`config.mk`:
```
export PLATFORM = sky130hd
export DESIGN_NAME = sysctl_regfile
export DESIGN_NICKNAME = d
export VERILOG_FILES = /design/src/rtl/sysctl_pkg.sv /design/src/rtl/sysctl_decode.sv /design/src/rtl/sysctl_shcount.sv /design/src/rtl/sysctl_store.sv /design/src/rtl/sysctl_regfile.sv
export SDC_FILE = /design/constraint.sdc
export NUM_CORES = 1
export LEC_CHECK = 0
export BUFFER_PORTS_ARGS = -buffer_cell sky130_fd_sc_hd__buf_2
export CORE_MARGIN = 5
export CORE_UTILIZATION = 51
export DETAILED_ROUTE_END_ITERATION = 16
export PLACE_DENSITY = 0.78
export SKIP_CTS_REPAIR_TIMING = 1
export SLEW_MARGIN = 20
export SYNTH_ARGS = -nofsm -noshare
export SYNTH_HDL_FRONTEND = slang
export SYNTH_SLANG_ARGS = --single-unit
```
`constraint.sdc`:
```
create_clock -name clk -period 7.7 [get_ports clk]
set_clock_uncertainty 0.15 [all_clocks]
set_input_delay 1.54 -clock clk [delete_from_list [all_inputs] [get_ports clk]]
set_output_delay 1.54 -clock clk [all_outputs]
set_load 0.01 [all_outputs]
```
`src/rtl/sysctl_pkg.sv`:
```
// Shared types for the system control register file.
// Assumes the fixed 32-bit transfer instruction layout; field positions are behaviour.
package sysctl_pkg;

    // Which storage element an access targets.
    typedef enum logic [3:0] {
        SEL_NONE,
        SEL_PID,
        SEL_CTX,
        SEL_THR,
        SEL_BASE0,
        SEL_BASE1,
        SEL_MASK,
        SEL_REGION,
        SEL_ACC,
        SEL_CACHE
    } sel_e;

    // Decoded instruction fields.
    typedef struct packed {
        logic [2:0] op1;
        logic [3:0] major;
        logic [2:0] op2;
        logic [3:0] minor;
    } fields_t;

    // Extract the fields from their fixed positions.
    function automatic fields_t split_insn(input logic [31:0] w);
        fields_t f;
        f.op1   = w[23:21];
        f.major = w[19:16];
        f.op2   = w[7:5];
        f.minor = w[3:0];
        return f;
    endfunction

endpackage

```
`src/rtl/sysctl_decode.sv`:
```
// Maps major/op2/minor fields to a storage select and index.
// Assumes PU_MODE and the register counts are fixed at build time.
module sysctl_decode
    import sysctl_pkg::*;
#(
    parameter int PU_MODE     = 0,
    parameter int NUM_THREAD  = 3,
    parameter int NUM_REGIONS = 8
) (
    input  logic [3:0] major,
    input  logic [2:0] op2,
    input  logic [3:0] minor,
    output sel_e       sel,
    output logic [3:0] idx,
    output logic       legal
);

    localparam int THR_FIRST = 2;

    // Select the target register from the encoding.
    always_comb begin
        sel = SEL_NONE;
        idx = '0;
        case (major)
            4'd2: begin
                case (op2)
                    3'd0:    sel = SEL_BASE0;
                    3'd1:    sel = SEL_BASE1;
                    3'd2:    sel = SEL_MASK;
                    default: sel = SEL_NONE;
                endcase
            end
            4'd6: begin
                if (PU_MODE != 0 && int'(minor) < NUM_REGIONS) begin
                    sel = SEL_REGION;
                    idx = minor;
                end
            end
            4'd7: sel = SEL_CACHE;
            4'd13: begin
                if (op2 == 3'd0) begin
                    sel = SEL_PID;
                end else if (op2 == 3'd1) begin
                    sel = SEL_CTX;
                end else if (int'(op2) >= THR_FIRST && int'(op2) < THR_FIRST + NUM_THREAD) begin
                    sel = SEL_THR;
                    idx = {1'b0, op2} - 4'(THR_FIRST);
                end
            end
            4'd15: begin
                if (op2 == 3'd0 && minor == 4'd1) sel = SEL_ACC;
            end
            default: sel = SEL_NONE;
        endcase
    end

    assign legal = (sel != SEL_NONE);

endmodule

```
`src/rtl/sysctl_shcount.sv`:
```
// Counts the left shifts needed to clear a mask: width minus lowest set bit index.
// Assumes a zero mask yields zero.
module sysctl_shcount #(
    parameter int DATA_W = 32,
    localparam int CW    = $clog2(DATA_W + 1)
) (
    input  logic [DATA_W-1:0] mask,
    output logic [CW-1:0]     count
);

    // Scan from the top so the lowest set bit wins.
    always_comb begin
        count = '0;
        for (int i = DATA_W - 1; i >= 0; i--) begin
            if (mask[i]) count = CW'(DATA_W - i);
        end
    end

endmodule

```
`src/rtl/sysctl_store.sv`:
```
// Holds the control registers, forms the read word and the change-detect pulses.
// Assumes wr/rd are already qualified by legality and write priority.
module sysctl_store
    import sysctl_pkg::*;
#(
    parameter int DATA_W      = 32,
    parameter int PU_MODE     = 0,
    parameter int NUM_THREAD  = 3,
    parameter int NUM_REGIONS = 8,
    parameter int ACC_BITS    = 14
) (
    input  logic              clk,
    input  logic              rst_n,
    input  logic              wr,
    input  logic              rd,
    input  sel_e              sel,
    input  logic [3:0]        idx,
    input  logic [DATA_W-1:0] wdata,
    output logic [DATA_W-1:0] rd_word,
    output logic              flush_all,
    output logic              flush_asid,
    output logic              flush_tc,
    output logic              flags_clr
);

    localparam int CW = $clog2(DATA_W + 1);

    logic [DATA_W-1:0]   pid_q, ctx_q, base0_q, base1_q, mask_q;
    logic [ACC_BITS-1:0] acc_q;
    logic [DATA_W-1:0]   thr_q [NUM_THREAD];
    logic [DATA_W-1:0]   reg_q [NUM_REGIONS];
    logic [CW-1:0]       shifts;

    sysctl_shcount #(.DATA_W(DATA_W)) i_shcount (
        .mask  (mask_q),
        .count (shifts)
    );

    // Scalar registers and the one-cycle request pulses.
    always_ff @(posedge clk) begin
        if (!rst_n) begin
            pid_q      <= '0;
            ctx_q      <= '0;
            base0_q    <= '0;
            base1_q    <= '0;
            mask_q     <= '0;
            acc_q      <= '0;
            flush_all  <= 1'b0;
            flush_asid <= 1'b0;
            flush_tc   <= 1'b0;
            flags_clr  <= 1'b0;
        end else begin
            flush_all  <= wr && sel == SEL_PID && wdata != pid_q;
            flush_asid <= (PU_MODE == 0) && wr && sel == SEL_CTX && wdata != ctx_q;
            flush_tc   <= wr && sel == SEL_ACC && wdata[ACC_BITS-1:0] != acc_q;
            flags_clr  <= rd && sel == SEL_CACHE;
            if (wr) begin
                case (sel)
                    SEL_PID:   pid_q   <= wdata;
                    SEL_CTX:   ctx_q   <= wdata;
                    SEL_BASE0: base0_q <= wdata;
                    SEL_BASE1: base1_q <= wdata;
                    SEL_MASK:  mask_q  <= wdata;
                    SEL_ACC:   acc_q   <= wdata[ACC_BITS-1:0];
                    default:   ;
                endcase
            end
        end
    end

    for (genvar t = 0; t < NUM_THREAD; t++) begin : g_thr
        // One thread word, written when its index is selected.
        always_ff @(posedge clk) begin
            if (!rst_n) thr_q[t] <= '0;
            else if (wr && sel == SEL_THR && idx == 4'(t)) thr_q[t] <= wdata;
        end
    end

    for (genvar r = 0; r < NUM_REGIONS; r++) begin : g_reg
        // One region word, written when its index is selected.
        always_ff @(posedge clk) begin
            if (!rst_n) reg_q[r] <= '0;
            else if (wr && sel == SEL_REGION && idx == 4'(r)) reg_q[r] <= wdata;
        end
    end

    // Read multiplexer.
    always_comb begin
        rd_word = '0;
        case (sel)
            SEL_PID:   rd_word = pid_q;
            SEL_CTX:   rd_word = ctx_q;
            SEL_BASE0: rd_word = base0_q;
            SEL_BASE1: rd_word = base1_q;
            SEL_MASK:  rd_word = DATA_W'(shifts);
            SEL_ACC:   rd_word = DATA_W'(acc_q);
            SEL_THR: begin
                for (int t = 0; t < NUM_THREAD; t++)
                    if (idx == 4'(t)) rd_word = thr_q[t];
            end
            SEL_REGION: begin
                for (int r = 0; r < NUM_REGIONS; r++)
                    if (idx == 4'(r)) rd_word = reg_q[r];
            end
            default: rd_word = '0;
        endcase
    end

endmodule

```
`src/rtl/sysctl_regfile.sv`:
```
// Top: decodes a transfer instruction, accesses the register store and
// registers the result, legality flag and request pulses one cycle later.
// Assumes at most one access per cycle; write wins if both strobes are high.
module sysctl_regfile
    import sysctl_pkg::*;
#(
    parameter int DATA_W      = 32,
    parameter int PU_MODE     = 0,
    parameter int NUM_THREAD  = 3,
    parameter int NUM_REGIONS = 8,
    parameter int ACC_BITS    = 14
) (
    input  logic              clk,
    input  logic              rst_n,
    input  logic [31:0]       insn,
    input  logic              rd_en,
    input  logic              wr_en,
    input  logic [DATA_W-1:0] wdata,
    output logic [DATA_W-1:0] rdata,
    output logic              rd_valid,
    output logic              illegal,
    output logic              tlb_flush_all,
    output logic              tlb_flush_asid,
    output logic              tc_flush,
    output logic              clr_flags
);

    fields_t           fld;
    sel_e              sel;
    logic [3:0]        idx;
    logic              legal;
    logic [DATA_W-1:0] rd_word;
    logic              do_rd;
    logic              unused_insn_bits;

    assign fld              = split_insn(insn);
    assign unused_insn_bits = ^{fld.op1, insn[31:24], insn[20], insn[15:8], insn[4]};
    assign do_rd            = rd_en && !wr_en;

    sysctl_decode #(
        .PU_MODE     (PU_MODE),
        .NUM_THREAD  (NUM_THREAD),
        .NUM_REGIONS (NUM_REGIONS)
    ) i_decode (
        .major (fld.major),
        .op2   (fld.op2),
        .minor (fld.minor),
        .sel   (sel),
        .idx   (idx),
        .legal (legal)
    );

    sysctl_store #(
        .DATA_W      (DATA_W),
        .PU_MODE     (PU_MODE),
        .NUM_THREAD  (NUM_THREAD),
        .NUM_REGIONS (NUM_REGIONS),
        .ACC_BITS    (ACC_BITS)
    ) i_store (
        .clk        (clk),
        .rst_n      (rst_n),
        .wr         (wr_en && legal),
        .rd         (do_rd && legal),
        .sel        (sel),
        .idx        (idx),
        .wdata      (wdata),
        .rd_word    (rd_word),
        .flush_all  (tlb_flush_all),
        .flush_asid (tlb_flush_asid),
        .flush_tc   (tc_flush),
        .flags_clr  (clr_flags)
    );

    // Register the read result and the legality flag.
    always_ff @(posedge clk) begin
        if (!rst_n) begin
            rdata    <= '0;
            rd_valid <= 1'b0;
            illegal  <= 1'b0;
        end else begin
            rd_valid <= do_rd && legal;
            illegal  <= (rd_en || wr_en) && !legal;
            rdata    <= (do_rd && legal) ? rd_word : '0;
        end
    end

endmodule

```
Word level (Yosys, flattened, before mapping)
Memories as Yosys holds them, arrays and structs flattened. Cells that the tools add are included.

Bits in registers: 212. RAM bits: 352. Output and inout bits: 38. Memories kept: 2.

Memories: i_store.reg_q (depth 8, bits a word 32, read ports 8, clocked after Yosys merged registers in 0, write ports 8, line sysctl_store.sv:31) `logic [DATA_W-1:0] reg_q [NUM_REGIONS];`; i_store.thr_q (depth 3, bits a word 32, read ports 3, clocked after Yosys merged registers in 0, write ports 3, line sysctl_store.sv:30) `logic [DATA_W-1:0] thr_q [NUM_THREAD];`.

Add/sub/neg operators: 1. Order comparisons: 2. Equality and inequality tests: 26. Muxes and demuxes: 99. Bitwise logic cells: 11. Reduce and logical (&&, ||, !) cells: 39.

Operator list (number): 32-bit 2-to-1 mux (22); 32-bit case mux with 8 select lines (1); 6-bit 2-to-1 mux (31); 32-bit != test (2); 4-bit by 3-bit == test with 1-bit output, second input constant (9); 1-bit 2-to-1 mux (35); 4-bit 2-to-1 mux (7); 1-bit logical AND (26); 4-bit by 2-bit == test with 1-bit output, second input constant (5); 4-bit == test, second input constant (4); 4-bit case mux with 4 select lines (1); 14-bit != test (1); 2-bit AND reduction (7); 4-bit by 1-bit == test with 1-bit output, second input constant (3); 1-bit OR (11); 3-bit case mux with 3 select lines (1); 4-bit zero test (1); 4-bit nonzero test (1); 3-bit by 2-bit subtractor with 4-bit output, second input constant (1); 3-bit by 1-bit == test with 1-bit output, second input constant (1); 3-bit by 2-bit == test with 1-bit output, second input constant (1); 3-bit by 2-bit >= comparator with 1-bit output, second input constant (1); 3-bit zero test (1); 3-bit less-than comparator, second input constant (1); 3 further kinds (4).

Longest topological paths before layout
Gate-level depths: netlist of the first run.

Depth in word-level cells: 33. Gate-level depth with buffers: 12. Gate-level depth less buffers: 8.

Cells and area by module
A second synthesis of the first run with hierarchy kept.

Cell total of the unflattened synthesis: 2549. Area, all modules: 27266.2 um2.

By module, submodules not included: sysctl_store (instances 1, cells an instance 2372, area an instance 25684.6 um2); sysctl_regfile (instances 1, cells an instance 74, area an instance 972.2 um2); sysctl_shcount (instances 1, cells an instance 61, area an instance 334.1 um2); sysctl_decode (instances 1, cells an instance 42, area an instance 275.3 um2).

Worst setup path after synthesis of the first run
OpenSTA, ideal clock, no wires.

Path type: input to register. Start: in insn[6]. End: mem i_store.thr_q[0][0] (enable). Setup time: 0.466 ns. Arrival time: 5.698 ns. Required time: 7.084 ns. Path slack: 1.386 ns. Cell stages on the path: 11. Cell sequence: buf_2 inv_1 ha_1 a211oi_1 and2_0 clkbuf_1 o21ai_1 a21oi_1 buf_2 nand2_1 o21ai_0.

RTL lines: from (decl) (line sysctl_regfile.sv:15) `input logic [31:0] insn,`; to (decl) (line sysctl_store.sv:30).

==> results of run 1 <==
[cell usage in the layout (no fill, tap or decap), types with 5 or more instances in the layout]
cell type	n
a222oi_1	10
a21oi_1	195
buf_2	84
nor3_1	10
a32oi_1	6
a31oi_1	32
edfxtp_1	96
o21ai_0	29
nand4_1	73
nor4_1	25
and2_1	99
nand2_1	266
clkinv_2	5
a21o_1	11
xor2_1	74
or4_1	7
clkinvlp_4	5
clkbuf_8	5
nor2_1	21
inv_1	9
a22o_1	19
o31ai_1	65
clkbuf_16	32
a22oi_1	43
nand3_1	45
buf_4	30
nor3_2	5
dfxtp_1	212
[worst min path at each step]
| stage | to | slack, ps | depth (start not counted) |
|---|---|---|---|
| final | i_store.base0_q[31] | 300 | 2 |
| after global routing | i_store.base0_q[17] | 320 | 2 |
| after CTS | i_store.base0_q[17] | 300 | 2 |
| after detailed placement | i_store.base0_q[17] | 300 | 2 |
| after global placement | i_store.base0_q[21] | 290 | 2 |
| after floorplan | i_store.mask_q[31] | 280 | 2 |
[stage by stage]
step	instance area [um2]	hold WS [ps]
after global placement	14900	291
after CTS	16000	304
final	16000	304
after detailed placement	14900	296
after floorplan	14400	282
after global routing	16000	317
[layer usage]
metal / global-route usage / vias up / part of all wire
met1: 0.362 / 6068 / 0.37
met4: 0.143 / 0 / 0.056
li1: - / 5726 / -
met3: 0.0534 / 170 / 0.12
met5: 0 / - / 0
met2: 0.428 / 783 / 0.45
[cells by family after synthesis]
group                      share of synthesized area
muxes                                        0.00217
and+or+nand+nor                                0.208
xor gates and xnor gates                      0.0474
AOI/OAI and AO/OA                              0.193
adders and majority gates                    0.00347
DFF                                            0.494
buffers and inverters                         0.0520
[registers in the layout (all words and copies together), names as in the netlist]
| name | flops |
|---|---|
| i_store.mask_q | 32 |
| illegal | 1 |
| i_store.flush_all | 1 |
| i_store.pid_q | 32 |
| i_store.flush_tc | 1 |
| i_store.base0_q | 32 |
| i_store.acc_q | 14 |
| i_store.flags_clr | 1 |
| i_store.thr_q | 96 |
| i_store.flush_asid | 1 |
| rd_valid | 1 |
| i_store.base1_q | 32 |
| i_store.ctx_q | 32 |
| rdata | 32 |
[critical path, stage by stage]
cell and delay, ps:
buf_2 320, inv_1 200, ha_1 240, a211oi_1 540, and2_0 440, o21ai_1 270
a21oi_2 200, buf_4 330, nand2_1 260, o21ai_4 810, buf_4 330
[cell usage after synthesis (4+ instances only)]
cell type    n
and2_1     100
a21o_1      11
clkbuf_2     9
a31oi_1     32
xnor2_1      4
ha_1         4
a222oi_1    10
buf_4        5
edfxtp_1    96
nor3_4       4
a32oi_1      6
a22oi_1     43
clkbuf_1   113
or4_1        7
a21oi_1    196
nor3_1      12
inv_1       10
nand2_1    267
dfxtp_1    212
xor2_1      74
nor2_1      21
nand4_1     73
buf_1       10
o31ai_1     65
nor4_1      28
o21ai_0     32
buf_2       26
nand3_1     45
a22o_1      19
[power breakdown]
group          internal, mW  switching [mW]
combinational        0.0470           0.165
sequential             1.70          0.0115
clock                 0.873           0.642
total                  2.62           0.818
[final cells by class]
type	count	area (um2)
fill	2382	11900
sequential	308	7130
multi-input combinational	1112	6640
clock buffer	39	877
timing repair buffer	115	661
tap	378	473
clock inverter	19	164
inverter	11	46.3
antenna	1	2.50
==> run_results.csv, run 1 <==
group,metric,value,unit
pwr,power,3.44,mW
clock_network,numCtsBuffers,31,
layout,syn2layout_area_growth,10.9,%
drt,routed_via_density,6.43,
clock_network,cts-root-buf,"clkbuf_16",
setup_path,r2r_end,"rdata[3]",
layout,finalNonFillerCells,1983,
setup_path,rr_worst_depth,6,
logic_synthesis,synth_top_area_share,0.294,
global_routing,grt_pass1_wl,68800,um
clock_network,clock-sinks,308,
timing,fmax,186,MHz
pwr,leakage,5.45,nW
pwr,vdd_drop_max,0.171,mV
drt,ant_nets,0,
logic_synthesis,async_flop_share,0,
floorplanning,core_area,0.0279,mm2
logic_synthesis,yosysTopAreaCell,"dfxtp_1",
layout,fin_nets,1651,
timing,drv_slew,0,
timing,final-hold-violation-count,0,
logic_synthesis,synthTopCellsByArea,"dfxtp_1 (29%), edfxtp_1 (20%), nand2_1 (7.0%)",
setup_path,cp_max_fo,20,
global_routing,grt_overflow,0,
floorplanning,die_x,178,um
logic_synthesis,synth.avg_cell_area,9.03,um2
setup_path,cp_data_required_time,7810,ps
outcome,outcome,"completed",
clock_network,cts_tree,"yes",
clock_network,htreeDepth,1,
setup_path,worstSetupPathType,"in2reg",
timing,setup-tns-final,0,ps
placed_design,gp_congestion,0.951,
drt,num_vias,12700,
logic_synthesis,syn-num-nets,1669,
drt,avgRoutedWirePerCell,22.3,um
floorplanning,die_area,0.0317,mm2
drt,drc,0,
logic_synthesis,synth-seq-cells,308,
placed_design,post-place-ws,1860,ps
global_routing,antenna_found_initial,1,
min_path,min_path_type,"reg2reg",
floorplanning,row_count,61,
setup_path,rrSetupSlack,5450,ps
timing,slew_headroom,0.256,
drt,drt-initial-drc-count,1633,
drt,dr.pass1.iters,6,
placed_design,numPlacedInstances,1924,
timing,rsz0062_at_grt,"false",
timing,worstMarginPinSlew,1120,ps
floorplanning,initial_core_util,0.517,
placed_design,dpl.hpwl,27700,um
logic_synthesis,yosys.cell_types.count,67,
clock_network,clock_latency,560,ps
drt,finalWirelength,44200,um
logic_synthesis,synth-main-ff-cell,"dfxtp_1",
logic_synthesis,syn_inst,1597,
flow_run,cap_violations,0,
timing,min_period_over_period,0.700,
logic_synthesis,synth_edf_count,96,
clock_network,cts_buffer_depth,3,
clock_network,path_clk_slew,60,ps
min_path,hold_start,"i_store.base0_q[31]",
timing,setup_violations,0,
timing,worst_slack,2310,ps
floorplanning,die_h,178,um
global_routing,grt_pass1_vias,12400,
logic_synthesis,seq_area_frac_synth,0.494,
setup_path,critPathLaunchType,"primary input",
global_routing,grt_usage,0.274,
pwr,p_per_area,215,mW/mm2
setup_path,critPathCaptureType,"flip-flop",
setup_path,crit_arrival,5500,ps
placed_design,port_buffers,84,
layout,layout-drive-gt1-share,0.125,
logic_synthesis,syn-cell-area,0.0144,mm2
setup_path,startpoint,"insn[6]",
floorplanning,io_pins,106,
setup_path,crit_end,"i_store.thr_q[0][3]",
logic_synthesis,yosys_warnings,0,
setup_path,rr_startpoint,"i_store.mask_q[21]",
layout,final_core_util,0.574,
timing,period_needed,5390,ps
global_routing,grt_start_max_net_pins,119,
Power figures use the tool's default switching activity.
==> run 2: changes to the inputs <==
==> constraint.sdc (replaced) <==
create_clock -name clk -period 5.1 [get_ports clk]
set_clock_uncertainty 0.15 [all_clocks]
set_input_delay 1.02 -clock clk [delete_from_list [all_inputs] [get_ports clk]]
set_output_delay 1.02 -clock clk [all_outputs]
set_load 0.01 [all_outputs]
==> run 2 against run 1 <==
Against the previous run:
- core utilization grew 0.56 points
- routed wire length up 3.6%
- first-iteration DRC count grew 18%
- critical path type unchanged
- critical endpoint is now i_store.thr_q[2][22]
- largest cell class unchanged
==> run_results.csv, run 2 (same netlist as run 1, synthesis figures left out) <==
group,metric,value,unit
outcome,outcome,"completed",
global_routing,grt_pass1_vias,12600,
timing,rsz0062_at_grt,"false",
clock_network,clock_latency,520,ps
setup_path,path_delay_family,"compound AO/OA/AOI/OAI gates",
pwr,power,5.28,mW
placed_design,numPlacedInstances,1936,
setup_path,path_buf_inv,4,
pwr,p_sw,1.27,mW
setup_path,crit_slowest_cell,"a211oi_1",
floorplanning,die_area,0.0317,mm2
layout,fin_area,0.0161,mm2
drt,routed_via_density,6.47,
pwr,p_per_area,327,mW/mm2
clock_network,htreeDepth,2,
pwr,switching_share,0.240,
layout,mostFrequentLayoutCells,"nand2_1 (266), dfxtp_1 (212), a21oi_1 (195)",
clock_network,numCtsBuffers,34,
floorplanning,initial_core_util,0.517,
global_routing,grt_start_max_net_pins,97,
timing,min_period_over_period,0.784,
layout,syn2layout_area_growth,12.0,%
drt,avgRoutedWirePerCell,22.9,um
pwr,power_frac_clock,0.446,
layout,largest_register_ffs,96,
clock_network,cts_tree,"yes",
layout,layout-drive-gt1-share,0.130,
drt,finalWirelength,45800,um
timing,setup_violations,0,
min_path,min_path_type,"reg2reg",
timing,slew_headroom,0.224,
placed_design,post-place-ws,527,ps
flow_run,cap_violations,0,
layout,fin_nets,1666,
global_routing,grt_usage,0.285,
setup_path,slowest_delay,530,ps
setup_path,cp_max_fo,13,
setup_path,path_common_cell,"buf_4",
timing,setup-tns-final,0,ps
setup_path,critPathLaunchType,"primary input",
drt,drc,0,
drt,ant_nets,0,
placed_design,port_buffers,84,
floorplanning,core_area,0.0279,mm2
placed_design,gp_congestion,0.955,
layout,finalNonFillerCells,1997,
layout,final_common_cell,"nand2_1",
pwr,power_frac_seq,0.490,
setup_path,cp_data_required_time,5140,ps
layout,diodes,0,
floorplanning,io_pins,106,
layout,final_core_util,0.580,
setup_path,crit_chain,"buf_2, inv_1, ha_1, a211oi_1, and2_0, buf_4, o21ai_1, a21oi_2, nand2_1, o21ai_4, buf_4",
timing,fmax,250,MHz
placed_design,placed_area,0.0151,mm2
setup_path,critPathCaptureType,"flip-flop",
global_routing,grt_pass1_wl,70700,um
layout,multi_input_area,0.00665,mm2
floorplanning,row_count,61,
timing,worst_slack,1100,ps
setup_path,rrSetupSlack,2800,ps
global_routing,antenna_found_initial,2,
timing,final-hold-violation-count,0,
pwr,leakage,5.56,nW
setup_path,worstSetupPathType,"in2reg",
drt,drt-initial-drc-count,1925,
clock_network,cts_buffer_depth,3,
placed_design,dpl.hpwl,28800,um
layout,ff_latch_area,0.00713,mm2
pwr,comb_power_share,0.064,
pwr,vdd_drop_max,0.163,mV
timing,period_needed,4000,ps
layout,nFillCells,2359,
timing,hold_ws,305,ps
drt,dr.pass1.iters,8,
floorplanning,die_h,178,um
layout,largest-register,"i_store.thr_q",
setup_path,crit_arrival,4040,ps
pwr,p_int,4.02,mW
drt,num_vias,12900,
clock_network,clock-sinks,308,
floorplanning,die_x,178,um
clock_network,cts-root-buf,"clkbuf_16",
timing,drv_slew,0,
global_routing,grt_overflow,0,
timing,worstMarginPinSlew,1160,ps
clock_network,path_clk_slew,50,ps
-- run 2: area by class of cell --
| type | instances | area share |
|---|---|---|
| Inverter | 11 | 0.00271 |
| Multi-Input combinational cell | 1112 | 0.412 |
| Sequential cell | 308 | 0.441 |
| Timing Repair Buffer | 127 | 0.0491 |
| Clock inverter | 10 | 0.00341 |
| Clock buffer | 51 | 0.0624 |
| Tap cell | 378 | 0.0293 |
-- run 2: power groups by stage --
stage               combinational (mW)  sequential (mW)  clock [mW]
floorplan                        0.199             2.64           0
global placement                 0.317             2.64           0
detailed placement               0.322             2.64           0
CTS                              0.324             2.59        2.35
global route                     0.352             2.59        2.47
finish                           0.338             2.59        2.36
-- run 2: per-layer routing --
metal,part of all wire,vias up,global-route usage
met3,0.13,207,0.0769
met1,0.37,6046,0.364
met4,0.061,2,0.154
li1,-,5770,-
met2,0.44,890,0.440
met5,0.00015,-,0
-- run 2: worst register-to-register path: stages, from the launching register on --
cell     delay, ps
dfxtp_1        350
nor4_1         620
a31oi_1        240
a221o_1        330
a21oi_1        340
a31oi_1        150
-- run 2: path summary, 6_finish.rpt --
| kind | startpoint | depth (start not counted) | to |
|---|---|---|---|
| worst max-delay path | insn[7] | 11 | i_store.thr_q[2][22] |
| worst max register to register | i_store.mask_q[9] | 5 | rdata[4] |
| worst min-delay path | i_store.base1_q[22] | 2 | i_store.base1_q[22] |
| worst min register to register | i_store.base1_q[22] | 2 | i_store.base1_q[22] |
==> run 3: changes to the inputs <==
--- a/config.mk
+++ b/config.mk
@@ -9,7 +9,7 @@
 export CORE_MARGIN = 5
 export CORE_UTILIZATION = 51
 export DETAILED_ROUTE_END_ITERATION = 16
-export PLACE_DENSITY = 0.78
+export PLACE_DENSITY = 0.81
 export SKIP_CTS_REPAIR_TIMING = 1
 export SLEW_MARGIN = 20
 export SYNTH_ARGS = -nofsm -noshare
==> constraint.sdc (replaced) <==
create_clock -name clk -period 3.4 [get_ports clk]
set_clock_uncertainty 0.15 [all_clocks]
set_input_delay 0.68 -clock clk [delete_from_list [all_inputs] [get_ports clk]]
set_output_delay 0.68 -clock clk [all_outputs]
set_load 0.01 [all_outputs]
==> run 3 against run 2 <==
Against the previous run:
- cell count rose by 1.6%
- die area is the same
- sequential share of layout area is 0.91 points lower
- combinational power up 58%
- highest routed layer is now met4
- core utilization is 1.2 points higher
- global-route usage down 0.64 points
- largest cell class unchanged
- critical path type unchanged
==> run_results.csv, run 3 (same netlist as run 1, synthesis figures left out) <==
group,metric,value,unit
floorplanning,die_area,0.0317,mm2
timing,setup_violations,0,
clock_network,numCtsBuffers,30,
drt,routed_via_density,6.38,
setup_path,critPathCaptureType,"flip-flop",
floorplanning,row_count,61,
clock_network,htreeDepth,1,
layout,mostFrequentLayoutCells,"nand2_1 (265), dfxtp_1 (212), a21oi_1 (195)",
global_routing,grt_usage,0.278,
global_routing,grt_pass1_vias,12400,
timing,hold_ws,231,ps
pwr,power,7.89,mW
flow_run,cap_violations,0,
timing,worst_slack,573,ps
timing,final-hold-violation-count,0,
layout,fin_nets,1697,
timing,worstMarginPinSlew,868,ps
drt,finalWirelength,45000,um
drt,avgRoutedWirePerCell,22.2,um
outcome,outcome,"completed",
layout,final_common_cell,"nand2_1",
setup_path,cp_data_required_time,3670,ps
pwr,vdd_drop_max,0.371,mV
clock_network,cts_tree,"yes",
layout,ff_latch_area,0.00713,mm2
drt,num_vias,12900,
placed_design,post-place-ws,86.0,ps
min_path,min_path_type,"in2reg",
floorplanning,initial_core_util,0.517,
clock_network,cts-root-buf,"clkbuf_16",
timing,period_needed,2830,ps
layout,finalNonFillerCells,2028,
drt,dr.pass1.iters,8,
layout,largest-register,"i_store.thr_q",
setup_path,cp_max_fo,21,
drt,drt-initial-drc-count,1966,
layout,syn2layout_area_growth,14.4,%
clock_network,path_clk_slew,70,ps
setup_path,critPathLaunchType,"primary input",
floorplanning,io_pins,106,
placed_design,numPlacedInstances,1971,
floorplanning,die_x,178,um
timing,drv_slew,0,
timing,slew_headroom,0.421,
layout,final_core_util,0.592,
timing,min_period_over_period,0.831,
layout,fin_area,0.0165,mm2
layout,multi_input_area,0.00666,mm2
placed_design,gp_congestion,0.916,
clock_network,clock_latency,560,ps
global_routing,antenna_found_initial,1,
timing,fmax,354,MHz
pwr,p_per_area,479,mW/mm2
timing,setup-tns-final,0,ps
layout,layout-drive-gt1-share,0.148,
clock_network,cts_buffer_depth,3,
global_routing,grt_start_max_net_pins,63,
floorplanning,die_h,178,um
placed_design,port_buffers,84,
timing,rsz0062_at_grt,"false",
clock_network,clock-sinks,308,
drt,ant_nets,0,
placed_design,dpl.hpwl,30000,um
layout,nFillCells,2269,
placed_design,placed_area,0.0155,mm2
drt,drc,0,
setup_path,worstSetupPathType,"in2reg",
global_routing,grt_pass1_wl,69600,um
setup_path,crit_arrival,3100,ps
global_routing,grt_overflow,0,
floorplanning,core_area,0.0279,mm2
layout,largest_register_ffs,96,
pwr,leakage,5.74,nW
run 3: changes by cell type in the layout (fill, tap and decap cells not counted), moves of 2 or more:
cell / delta
buf_4: +27
bufinv_16: +5
clkinv_2: -2
clkbuf_16: -5
clkinvlp_2: +2
clkbuf_1: -5
clkbuf_8: -4
buf_12: +8
clkinv_1: +4
run 3: final cells by class:
cell class | instances | area share
sequential | 308 | 0.432
multi-input combinational | 1112 | 0.404
timing repair buffer | 162 | 0.0701
clock buffer | 37 | 0.0490
tap | 378 | 0.0287
clock inverter | 19 | 0.0134
inverter | 11 | 0.00266
antenna | 1 | 0.000152
run 3: layer usage:
layer	track usage	routed length, um	vias up
met3	0.0481	5080	158
met1	0.375	17100	6122
met2	0.446	20700	833
met4	0.115	2080	0
li1	-	-	5832
met5	0	0	-
run 3: worst max-delay path, cell delays in order:
cell	delay (ps)
buf_2	230
inv_1	130
ha_1	330
nor4b_1	380
and2_1	270
buf_12	190
a22oi_1	100
o21ai_0	270
a222oi_1	140
a31oi_1	370
run 3: report_power, final:
group	switching (mW)	leakage [nW]	total, mW	internal (mW)
sequential	0.0260	2.62	3.88	3.85
clock	1.42	0.498	3.48	2.06
combinational	0.388	2.62	0.534	0.145
total	1.83	5.74	7.89	6.06
run 3: worst paths after layout:
| check | from | end | slack [ps] | cells past startpoint |
|---|---|---|---|---|
| worst max-delay path | insn[7] | rdata[24] | 570 | 10 |
| worst min-delay path | insn[19] | i_store.flags_clr | 230 | 2 |
| worst max register to register | i_store.mask_q[9] | rdata[2] | 1130 | 6 |
| worst min register to register | i_store.base0_q[15] | i_store.base0_q[15] | 300 | 2 |
